`config.mk`:
```
export PLATFORM = sky130hd
export DESIGN_NAME = rdgate_unit
export DESIGN_NICKNAME = d
export VERILOG_FILES = /design/src/rtl/rdgate_pkg.sv /design/src/rtl/rdgate_onehot.sv /design/src/rtl/rdgate_flags.sv /design/src/rtl/rdgate_hold.sv /design/src/rtl/rdgate_unit.sv
export SDC_FILE = /design/constraint.sdc
export NUM_CORES = 1
export LEC_CHECK = 0
export CAP_MARGIN = 20
export CORE_MARGIN = 3
export CORE_UTILIZATION = 30
export CTS_CLUSTER_SIZE = 40
export DETAILED_ROUTE_END_ITERATION = 12
export PLACE_DENSITY_LB_ADDON = 0.15
export REMOVE_ABC_BUFFERS = 1
export SLEW_MARGIN = 20
export SYNTH_ARGS = -nofsm -noshare
export SYNTH_HDL_FRONTEND = slang
export SYNTH_SLANG_ARGS = --single-unit
```
`constraint.sdc`:
```
create_clock -name clk -period 2.9 [get_ports clk]
set_input_delay 0.29 -clock clk [delete_from_list [all_inputs] [get_ports clk]]
set_output_delay 0.29 -clock clk [all_outputs]
set_load 0.02 [all_outputs]
```
`src/rtl/rdgate_pkg.sv`:
```
package rdgate_pkg;

    localparam int unsigned NREG  = 32;
    localparam int unsigned IDX_W = $clog2(NREG);
    localparam int unsigned NSLOT = 4;

    // slot order is fixed: the read-port wiring of the function unit decodes it
    typedef enum logic [1:0] {
        SLOT_RA = 2'd0,
        SLOT_RB = 2'd1,
        SLOT_SO = 2'd2,
        SLOT_CA = 2'd3
    } slot_e;

    // exception-register bit positions served by slots 2 and 3
    localparam int unsigned XER_SO_BIT   = 32;
    localparam int unsigned XER_CA_BIT   = 34;
    localparam int unsigned XER_CA32_BIT = 45;

    typedef struct packed {
        logic [NSLOT-1:0] req;
        logic [NREG-1:0]  ra_sel;
        logic [NREG-1:0]  rb_sel;
    } port_req_t;

endpackage

```
`src/rtl/rdgate_onehot.sv`:
```
module rdgate_onehot #(
    parameter int unsigned N = 32,
    parameter int unsigned W = $clog2(N)
) (
    input  logic         en_i,
    input  logic [W-1:0] idx_i,
    output logic [N-1:0] sel_o
);
    for (genvar i = 0; i < N; i++) begin : g_bit
        assign sel_o[i] = en_i && (idx_i == W'(i));
    end

    always_comb begin
        a_r3_onehot_legal: assert ($onehot0(sel_o));
    end
endmodule

```
`src/rtl/rdgate_flags.sv`:
```
module rdgate_flags
    import rdgate_pkg::*;
(
    input  logic             ra_vld_i,
    input  logic             rb_vld_i,
    input  logic             imm_sel_i,
    input  logic             oe_i,
    input  logic             cin_sel_i,
    output logic [NSLOT-1:0] want_o
);
    always_comb begin
        want_o          = '0;
        want_o[SLOT_RA] = ra_vld_i;
        want_o[SLOT_RB] = rb_vld_i && !imm_sel_i;
        want_o[SLOT_SO] = oe_i;
        want_o[SLOT_CA] = cin_sel_i;
    end
endmodule

```
`src/rtl/rdgate_hold.sv`:
```
module rdgate_hold
    import rdgate_pkg::*;
(
    input  logic      clk,
    input  logic      rst,
    input  logic      issue_i,
    input  logic      ack_i,
    input  port_req_t nxt_i,
    output logic      vld_o,
    output port_req_t cur_o
);
    logic take;
    assign take = issue_i && (!vld_o || ack_i);

    always_ff @(posedge clk) begin
        if (rst) begin
            vld_o <= 1'b0;
            cur_o <= '0;
        end else if (take) begin
            vld_o <= 1'b1;
            cur_o <= nxt_i;
        end else if (ack_i) begin
            vld_o <= 1'b0;
            cur_o <= '0;
        end
    end

    a_r9_held_stable: assert property (@(posedge clk) disable iff (rst)
        (vld_o && !ack_i) |=> (vld_o && $stable(cur_o)));
    a_r8_issue_valid: assert property (@(posedge clk) disable iff (rst)
        (issue_i && (!vld_o || ack_i)) |=> vld_o);
    a_r10_ack_clears: assert property (@(posedge clk) disable iff (rst)
        (vld_o && ack_i && !issue_i) |=> (!vld_o && cur_o == '0));
endmodule

```
`src/rtl/rdgate_unit.sv`:
```
module rdgate_unit
    import rdgate_pkg::*;
(
    input  logic             clk,
    input  logic             rst,
    input  logic             issue_i,
    input  logic             ack_i,
    input  logic             ra_vld_i,
    input  logic [IDX_W-1:0] ra_num_i,
    input  logic             rb_vld_i,
    input  logic [IDX_W-1:0] rb_num_i,
    input  logic             imm_sel_i,
    input  logic             oe_i,
    input  logic             rc_i,
    input  logic             cin_sel_i,
    output logic             vld_o,
    output logic [NSLOT-1:0] req_o,
    output logic [NREG-1:0]  ra_sel_o,
    output logic [NREG-1:0]  rb_sel_o
);
    logic [NSLOT-1:0] want;
    port_req_t        nxt;
    port_req_t        cur;

    rdgate_flags u_flags (
        .ra_vld_i  (ra_vld_i),
        .rb_vld_i  (rb_vld_i),
        .imm_sel_i (imm_sel_i),
        .oe_i      (oe_i),
        .cin_sel_i (cin_sel_i),
        .want_o    (want)
    );

    rdgate_onehot #(.N(NREG), .W(IDX_W)) u_ra_dec (
        .en_i  (want[SLOT_RA]),
        .idx_i (ra_num_i),
        .sel_o (nxt.ra_sel)
    );

    rdgate_onehot #(.N(NREG), .W(IDX_W)) u_rb_dec (
        .en_i  (want[SLOT_RB]),
        .idx_i (rb_num_i),
        .sel_o (nxt.rb_sel)
    );

    assign nxt.req = want;

    rdgate_hold u_hold (
        .clk     (clk),
        .rst     (rst),
        .issue_i (issue_i),
        .ack_i   (ack_i),
        .nxt_i   (nxt),
        .vld_o   (vld_o),
        .cur_o   (cur)
    );

    assign req_o    = cur.req;
    assign ra_sel_o = cur.ra_sel;
    assign rb_sel_o = cur.rb_sel;

    a_r1_reset_clear: assert property (@(posedge clk)
        rst |=> (!vld_o && req_o == '0 && ra_sel_o == '0 && rb_sel_o == '0));
    a_r3_ra_idle_zero: assert property (@(posedge clk) disable iff (rst)
        !req_o[SLOT_RA] |-> (ra_sel_o == '0));
    a_r3_rb_idle_zero: assert property (@(posedge clk) disable iff (rst)
        !req_o[SLOT_RB] |-> (rb_sel_o == '0));
    a_r4_imm_blocks_rb: assert property (@(posedge clk) disable iff (rst)
        (issue_i && (!vld_o || ack_i) && imm_sel_i) |=> !req_o[SLOT_RB]);
    a_r5_so_needs_oe: assert property (@(posedge clk) disable iff (rst)
        (issue_i && (!vld_o || ack_i) && !oe_i) |=> !req_o[SLOT_SO]);
    a_r7_rc_no_carry: assert property (@(posedge clk) disable iff (rst)
        (issue_i && (!vld_o || ack_i) && rc_i && !cin_sel_i) |=> !req_o[SLOT_CA]);
    a_r2_idle_no_req: assert property (@(posedge clk) disable iff (rst)
        !vld_o |-> (req_o == '0));
endmodule

```
* Word level (Yosys, flattened, before mapping)
Cells that the tools add are included.
Storage, ports and cells: flip-flop bits (word level) 69, bits of input ports 20, output and inout port bits 69
Cells by class: equal/unequal tests 62, muxes and demuxes 4, reduce and logical (&&, ||, !) cells 72
Operators by type and width (number):
- == test 5 bit (second input constant) | 32
- two-way mux 68 bit | 2
- == test 5 x 4 -> 1 bit (second input constant) | 16
- logical AND 1 bit | 66
- == test 5 x 3 -> 1 bit (second input constant) | 8
- == test 5 x 2 -> 1 bit (second input constant) | 4
- == test 5 x 1 -> 1 bit (second input constant) | 2
- logical NOT 5 bit | 2
- logical NOT 1 bit | 2
- two-way mux 1 bit | 2
- nonzero test 2 bit | 1
- logical OR 1 bit | 1

* Depth between registers and ports, before layout
Gate-level depths: netlist of run 1.
depth in word-level cells 4, depth in mapped cells 5, mapped depth without buffers 3

* Hierarchy
Synthesis of run 1 repeated with hierarchy kept, for this count alone.
Unflattened totals: cells, all modules 405, area total of the unflattened synthesis 3525.9 µm²
Modules (own cells, without submodules):
- rdgate_hold | times used 1, cells an instance 307, area an instance 3021.6 µm², sequential area each 1381.3 µm²
- rdgate_onehot | times used 2, cells an instance 47, area an instance 234.0 µm², sequential area each 0.0 µm²
- rdgate_flags | times used 1, cells an instance 4, area an instance 36.3 µm², sequential area each 0.0 µm²

* Worst setup path after synthesis of run 1
Ideal clock, no wire load.
path type register to register, start point register u_hold.vld_o, end point register u_hold.cur_o[60] in the netlist's numbering, setup time 58 ps, arrival time 1387 ps, setup slack 1455 ps, stages on the path, launching flop included 5, cells stage by stage dfxtp_1 > inv_2 > a211oi_4 > buf_6 > a22o_2
On the way: longest elaborated chain between the ends 4
Ends and longest elaborated chain:
- start: declaration | line rdgate_hold.sv:9 | output logic vld_o,
- start signal: assignment | line rdgate_hold.sv:17 | vld_o <= 1'b0;
- start signal: assignment | line rdgate_hold.sv:20 | vld_o <= 1'b1;
- start signal: assignment | line rdgate_hold.sv:23 | vld_o <= 1'b0;
- logical NOT 1 bit * | line rdgate_hold.sv:13 | assign take = issue_i && (!vld_o || ack_i);
- logical OR 1 bit * | line rdgate_hold.sv:13
- logical AND 1 bit * | line rdgate_hold.sv:13
- two-way mux 68 bit / nonzero test 2 bit (equally long branches)
- end signal: assignment | line rdgate_hold.sv:21 | cur_o <= nxt_i;
- end: declaration | line rdgate_hold.sv:10 | output port_req_t cur_o
Every way passes the cells marked *; elsewhere a longest branch is shown, timed or not. A chain may end at the register's enable or synchronous reset.

==> metrics, run 1 <==
status=finished, final reports clean; register area share after synthesis=0.533; Max IR drop VDD=roughly 0.21 mV; share of layout cells above drive strength 1=0.156; Synth-to-Final Area Change=41.9%; Critical Path RT=3170 ps; ys async rst share=0; max cap viols=0; CP endpoint kind=flop; hold path depth=1; CTS tree=done; ys flop type=dfxtp_1; post-synth top area share=0.533; clk_skew=~7.7 ps; number of global-route vias before repair=1,996; Sequential Power Share=0.538; Initial DRC Count=between 40 and 50; Final Wtd Congestion=approximately 0.73; n_diodes=0; Tot Pwr=1.78 mW; WP data arrival=roughly 2100 ps; hold-fix buffers at CTS=0; Yosys reg bits=69; Core Area=~8300 um^2; via count=just over 2,000; power per standard cell area=slightly below 500 nW/um^2; Hold Path Sink=u_hold.cur_o[1]; Die ar.=9800 um^2; number of port buffers=between 80 and 90; final WL=about 6.5 mm; CP max FO=16; Syn Inst Count=between 200 and 250; maximum clock frequency=about 550 MHz; Unique masters post-synth=37; top cells by area, synth=dfxtp_1 (53%), a22o_1 (19%), buf_6 (3.5%); count of final hold-check violations=0; Post-synth top cells=dfxtp_1 (69), a22o_1 (55), buf_6 (8), nor2_1 (6); area leader, netlist=dfxtp_1; drt drc=0; final number of setup-violating endpoints=0; Sequential Area=about 1400 um^2; RSZ-0062 raised after global routing=no; switching fraction of total power=0.241; Comb power frac=0.077; Max Slew Vio Count=0; RR Startpoint=u_hold.vld_o; Clock transition at path regs=around 70 ps; DP HPWL=between 4 and 5 mm; LEAKAGE=~1.3 nW; Sum Neg Setup Slack=0 ps; fin worst setup slack=1070 ps; clock buffer depth=2; worst hold start=u_hold.cur_o[1]; Multi-input gate area=1090 um^2; post-CTS setup buffers=0; initial core utilization=0.313; post-cts repair resize count=0; crit path launch type=primary input; top-level I/O count=89; pre-CTS setup slack=between 700 and 800 ps; clock sink count=69; Hold Path Class=flop to flop; Chip Height=99.0 um; R2R cell count=4; clock latency on the worst-skew pair=330 ps; cell with the most instances after synthesis=dfxtp_1; largest net degree at the start of global routing=37; GRT overflow=0; Clock Power Share=0.386; syn_area_per_cell=between 10 and 15 um^2; first-pass GRT wire length=around 10 mm; slew margin rel.=0.537; CTS root buf=clkbuf_8; Tot GR Track Use=0.133; cell-internal power=1.35 mW; yosys warns=0; final worst path period share=0.633; # H-tree levels=3; Worst setup startpoint=rst; number of synthesized flops with an enable pin=0; R2R Setup Slk=1360 ps; slew of the pin with the lowest slew margin=a little under 700 ps; final worst path period need=about 1800 ps; Rows=33; Num CTS Buffers=9; Sw Pwr=between 0.4 and 0.5 mW; initial antenna violation count=0; drt wl/cell=16.0 um; Nets=~320; Die Span X=approximately 99 um; Pre-Repair DR Iteration Count=4; vias per cell=between 5 and 6; Fill cells=between 800 and 900; reg2reg end=u_hold.cur_o[3]; number of routed nets with antenna violations=0; Synth Cell Area=approximately 2600 um^2; CP Class=primary input to flop
==> metrics by stage <==
| stage | std cells | cell area [um^2] | utilization | hold slack [ps] |
|---|---|---|---|---|
| detailed placement | 392 | 3510 | 0.423 | 460 |
| global placement | 392 | 3510 | 0.423 | 461 |
| finish | 406 | 3680 | 0.443 | 474 |
| CTS | 406 | 3680 | 0.443 | 480 |
| global route | 406 | 3680 | 0.443 | 484 |
| floorplan | 196 | 2480 | - | 359 |
==> per-layer routing <==
layer / GRT usage / share of wire
met1: 0.173 / 0.48
met4: 0.0567 / 0.014
met5: 0 / 0
met2: 0.206 / 0.45
met3: 0.0403 / 0.063
==> cell type report <==
cell class	count	area share
Clock inverter	2	0.00272
Tap cell	105	0.0357
Timing Repair Buffer	91	0.245
Clock buffer	12	0.0422
Sequential cell	69	0.375
Multi-Input combinational cell	123	0.295
Inverter	4	0.00408
==> state kept, by name (all words and copies together) (netlist names) <==
signal,flops
u_hold.cur_o,68
u_hold.vld_o,1
==> power by group through the flow <==
stage,clock [mW],sequential [mW],combinational [mW]
finish,0.687,0.958,0.136
global route,0.745,0.959,0.148
CTS,0.714,0.958,0.138
detailed placement,0,0.980,0.137
global placement,0,0.980,0.137
floorplan,0,0.986,0.0577
==> layout by cell type (no fill, tap or decap), types with 2 or more instances in the layout <==
cell type        instances
a21oi_1                  5
buf_4                    4
o2bb2ai_2                4
nor2_1                   6
nand4b_1                 2
nand2b_1                 4
nand2_1                  2
o211ai_1                 4
nor4_4                   3
a22o_1                  55
inv_1                    3
clkbuf_8                11
clkdlybuf4s50_1         87
a22o_2                   5
nor4_2                   3
nand3_1                  3
dfxtp_1                 69
nor3b_1                  2
nor3_1                   2
nor3_2                   4
nor2b_1                  3
clkinv_2                 2
nor4b_2                  2
==> worst max-delay path by stage <==
stage | endpoint | slack [ps] | depth (start not counted)
after floorplan | u_hold.cur_o[31] | 520 | 3
after global placement | u_hold.cur_o[62] | 730 | 4
after detailed placement | u_hold.cur_o[62] | 720 | 4
after CTS | u_hold.cur_o[62] | 1070 | 4
after global routing | u_hold.cur_o[42] | 930 | 4
final | u_hold.cur_o[62] | 1070 | 4
==> cell families after synthesis <==
logic type             share of synthesized area
AO/OA/AOI/OAI                              0.257
flip-flops                                 0.533
AND/OR/NAND/NOR                            0.161
buffers and inverters                     0.0497
==> critical path: stages <==
cell and delay [ps]:
clkdlybuf4s50_1 730, nand2b_1 430, nor4_2 440, a22o_1 210
No activity file was read; power rests on OpenSTA's default activity.
==> run 2, diff against run 1 <==
Clock period 2.9 ns to 1.6 ns, I/O delays scaled along.
==> run 2 against run 1 <==
Against the previous run: wire length rose by 0.12%; largest power group unchanged; global-route usage increased by 0.18 points; clock skew is essentially flat; hold slack worse by 75 ps; clock-buffer cell count shrank 1; critical endpoint is now rb_sel_o[0].
==> metrics, run 2 (synthesized netlist as in run 1, its figures left out) <==
status=finished, final reports clean; initial antenna violation count=0; DP HPWL=4.80 mm; Die Span X=99.0 um; number of port buffers=87; R2R Setup Slk=~290 ps; top-level I/O count=89; CP endpoint kind=primary output; Core Area=about 8300 um^2; hold-fix buffers at CTS=0; crit path launch type=flop; n_diodes=0; clock buffer depth=2; clock latency on the worst-skew pair=between 300 and 400 ps; hold path depth=3; drt wl/cell=15.0 um; switching fraction of total power=0.236; Die ar.=about 9800 um^2; Clock transition at path regs=80 ps; RSZ-0062 raised after global routing=no; CTS tree=done; via count=around 2,100; Critical Path RT=roughly 1400 ps; Worst setup startpoint=u_hold.cur_o[0]; maximum clock frequency=678 MHz; Hold Path Sink=u_hold.cur_o[66]; Num CTS Buffers=9; Chip Height=approximately 100 um; Max IR drop VDD=around 0.43 mV; CP max stage delay=between 600 and 700 ps; RR Startpoint=u_hold.vld_o; power per standard cell area=884 nW/um^2; most frequent cells in the layout=clkdlybuf4s50_1 (86), dfxtp_1 (69), a22o_1 (55); number of global-route vias before repair=a little over 2,000; Largest regs=u_hold.cur_o (68), u_hold.vld_o (1); Final Wtd Congestion=about 0.7; CP bufs+invs=1; final worst path period share=0.922; slew margin rel.=0.521; largest net degree at the start of global routing=between 40 and 50; # H-tree levels=3; count of final hold-check violations=0; critical path, cell by cell=clkdlybuf4s50_1; Crit path max-delay family=buffers and inverters; Hold Path Class=primary input to flop; Tot GR Track Use=0.135; WP data arrival=approximately 1300 ps; Comb power frac=0.083; clock sink count=69; CP Class=flop to primary output; clk_skew=a little under 8 ps; Nets=343; Rows=33; final worst path period need=approximately 1500 ps; CTS root buf=clkbuf_8; slew of the pin with the lowest slew margin=between 700 and 800 ps; final WL=about 6.5 mm; Sum Neg Setup Slack=0 ps; R2R cell count=5; worst hold start=oe_i; number of routed nets with antenna violations=0; vias per cell=4.89; cell-internal power=between 2 and 3 mW; pre-CTS setup slack=-104 ps; drt drc=0; Top reg by flops=u_hold.cur_o; reg2reg end=u_hold.cur_o[62]; Sequential Power Share=0.497; Sw Pwr=0.821 mW; slowest CP cell=clkdlybuf4s50_1; final number of setup-violating endpoints=0; Synth-to-Final Area Change=51.9%; CP max FO=2; LEAKAGE=1.45 nW; most common cell after layout, fill and taps aside=clkdlybuf4s50_1; final core occ=0.475; initial core utilization=0.313; first-pass GRT wire length=about 11 mm; GRT overflow=0; Max Slew Vio Count=0; max cap viols=0; Initial DRC Count=between 70 and 80; Pre-Repair DR Iteration Count=4; Clock Power Share=0.419; share of layout cells above drive strength 1=0.229; max reg flops=68; fin worst setup slack=125 ps
## run 2: power groups by stage
stage / Clock, mW / Sequential (mW) / Combinational [mW]
finish: 1.46 / 1.73 / 0.290
global route: 1.58 / 1.73 / 0.315
CTS: 1.51 / 1.73 / 0.294
detailed placement: 0 / 1.77 / 0.292
global placement: 0 / 1.77 / 0.291
floorplan: 0 / 1.79 / 0.105
## run 2: timing repair
item,in CTS,in global routing
gates resized for setup,0,1
buffers inserted,0,0
endpoints found under the setup margin,0,1
## run 2: worst max-delay path by stage
stage,to,cells after the start
floorplan,u_hold.cur_o[31],3
global placement,u_hold.cur_o[56],5
detailed placement,u_hold.cur_o[61],4
CTS,vld_o,2
global route,rb_sel_o[12],1
finish,rb_sel_o[0],1
## run 2: stage by stage
step	instance area, um^2	total power [mW]	hold WS [ps]	instances
finish	3940	3.48	399	433
global route	3940	3.63	389	433
CTS	3940	3.53	386	433
detailed placement	3730	2.06	458	417
global placement	3730	2.06	462	417
floorplan	2480	1.89	229	196
## run 2: worst register-to-register path: cells and delay by family, from the launching register on
family / cells / cell delay (ps)
AO/OA/AOI/OAI: 1 / 220
flip-flops: 1 / 330
AND/OR/NAND/NOR: 2 / 320
buffers and inverters: 2 / 350
## run 2: routing by layer
layer | up-vias | GRT usage | part of all wire
met5 | - | 0 | 0
met4 | 0 | 0.0452 | 0.014
met3 | 9 | 0.0538 | 0.075
met2 | 74 | 0.206 | 0.46
met1 | 994 | 0.175 | 0.45
li1 | 1041 | - | -
## run 2: final cells by class
class                      instances  area, um^2
clock buffer                      11         151
clock inverter                     5        58.8
fill                             818        4360
inverter                           4        15.0
multi-input combinational        123        1090
sequential                        69        1380
tap                              105         131
timing repair buffer             116        1120
==> run 3, diff against run 2 <==
Settings changed: ABC_AREA from default to 0, CTS_CLUSTER_SIZE 40 to default.
==> results of run 3 <==
Final layout, timing and power as in run 2 (identical DEF).
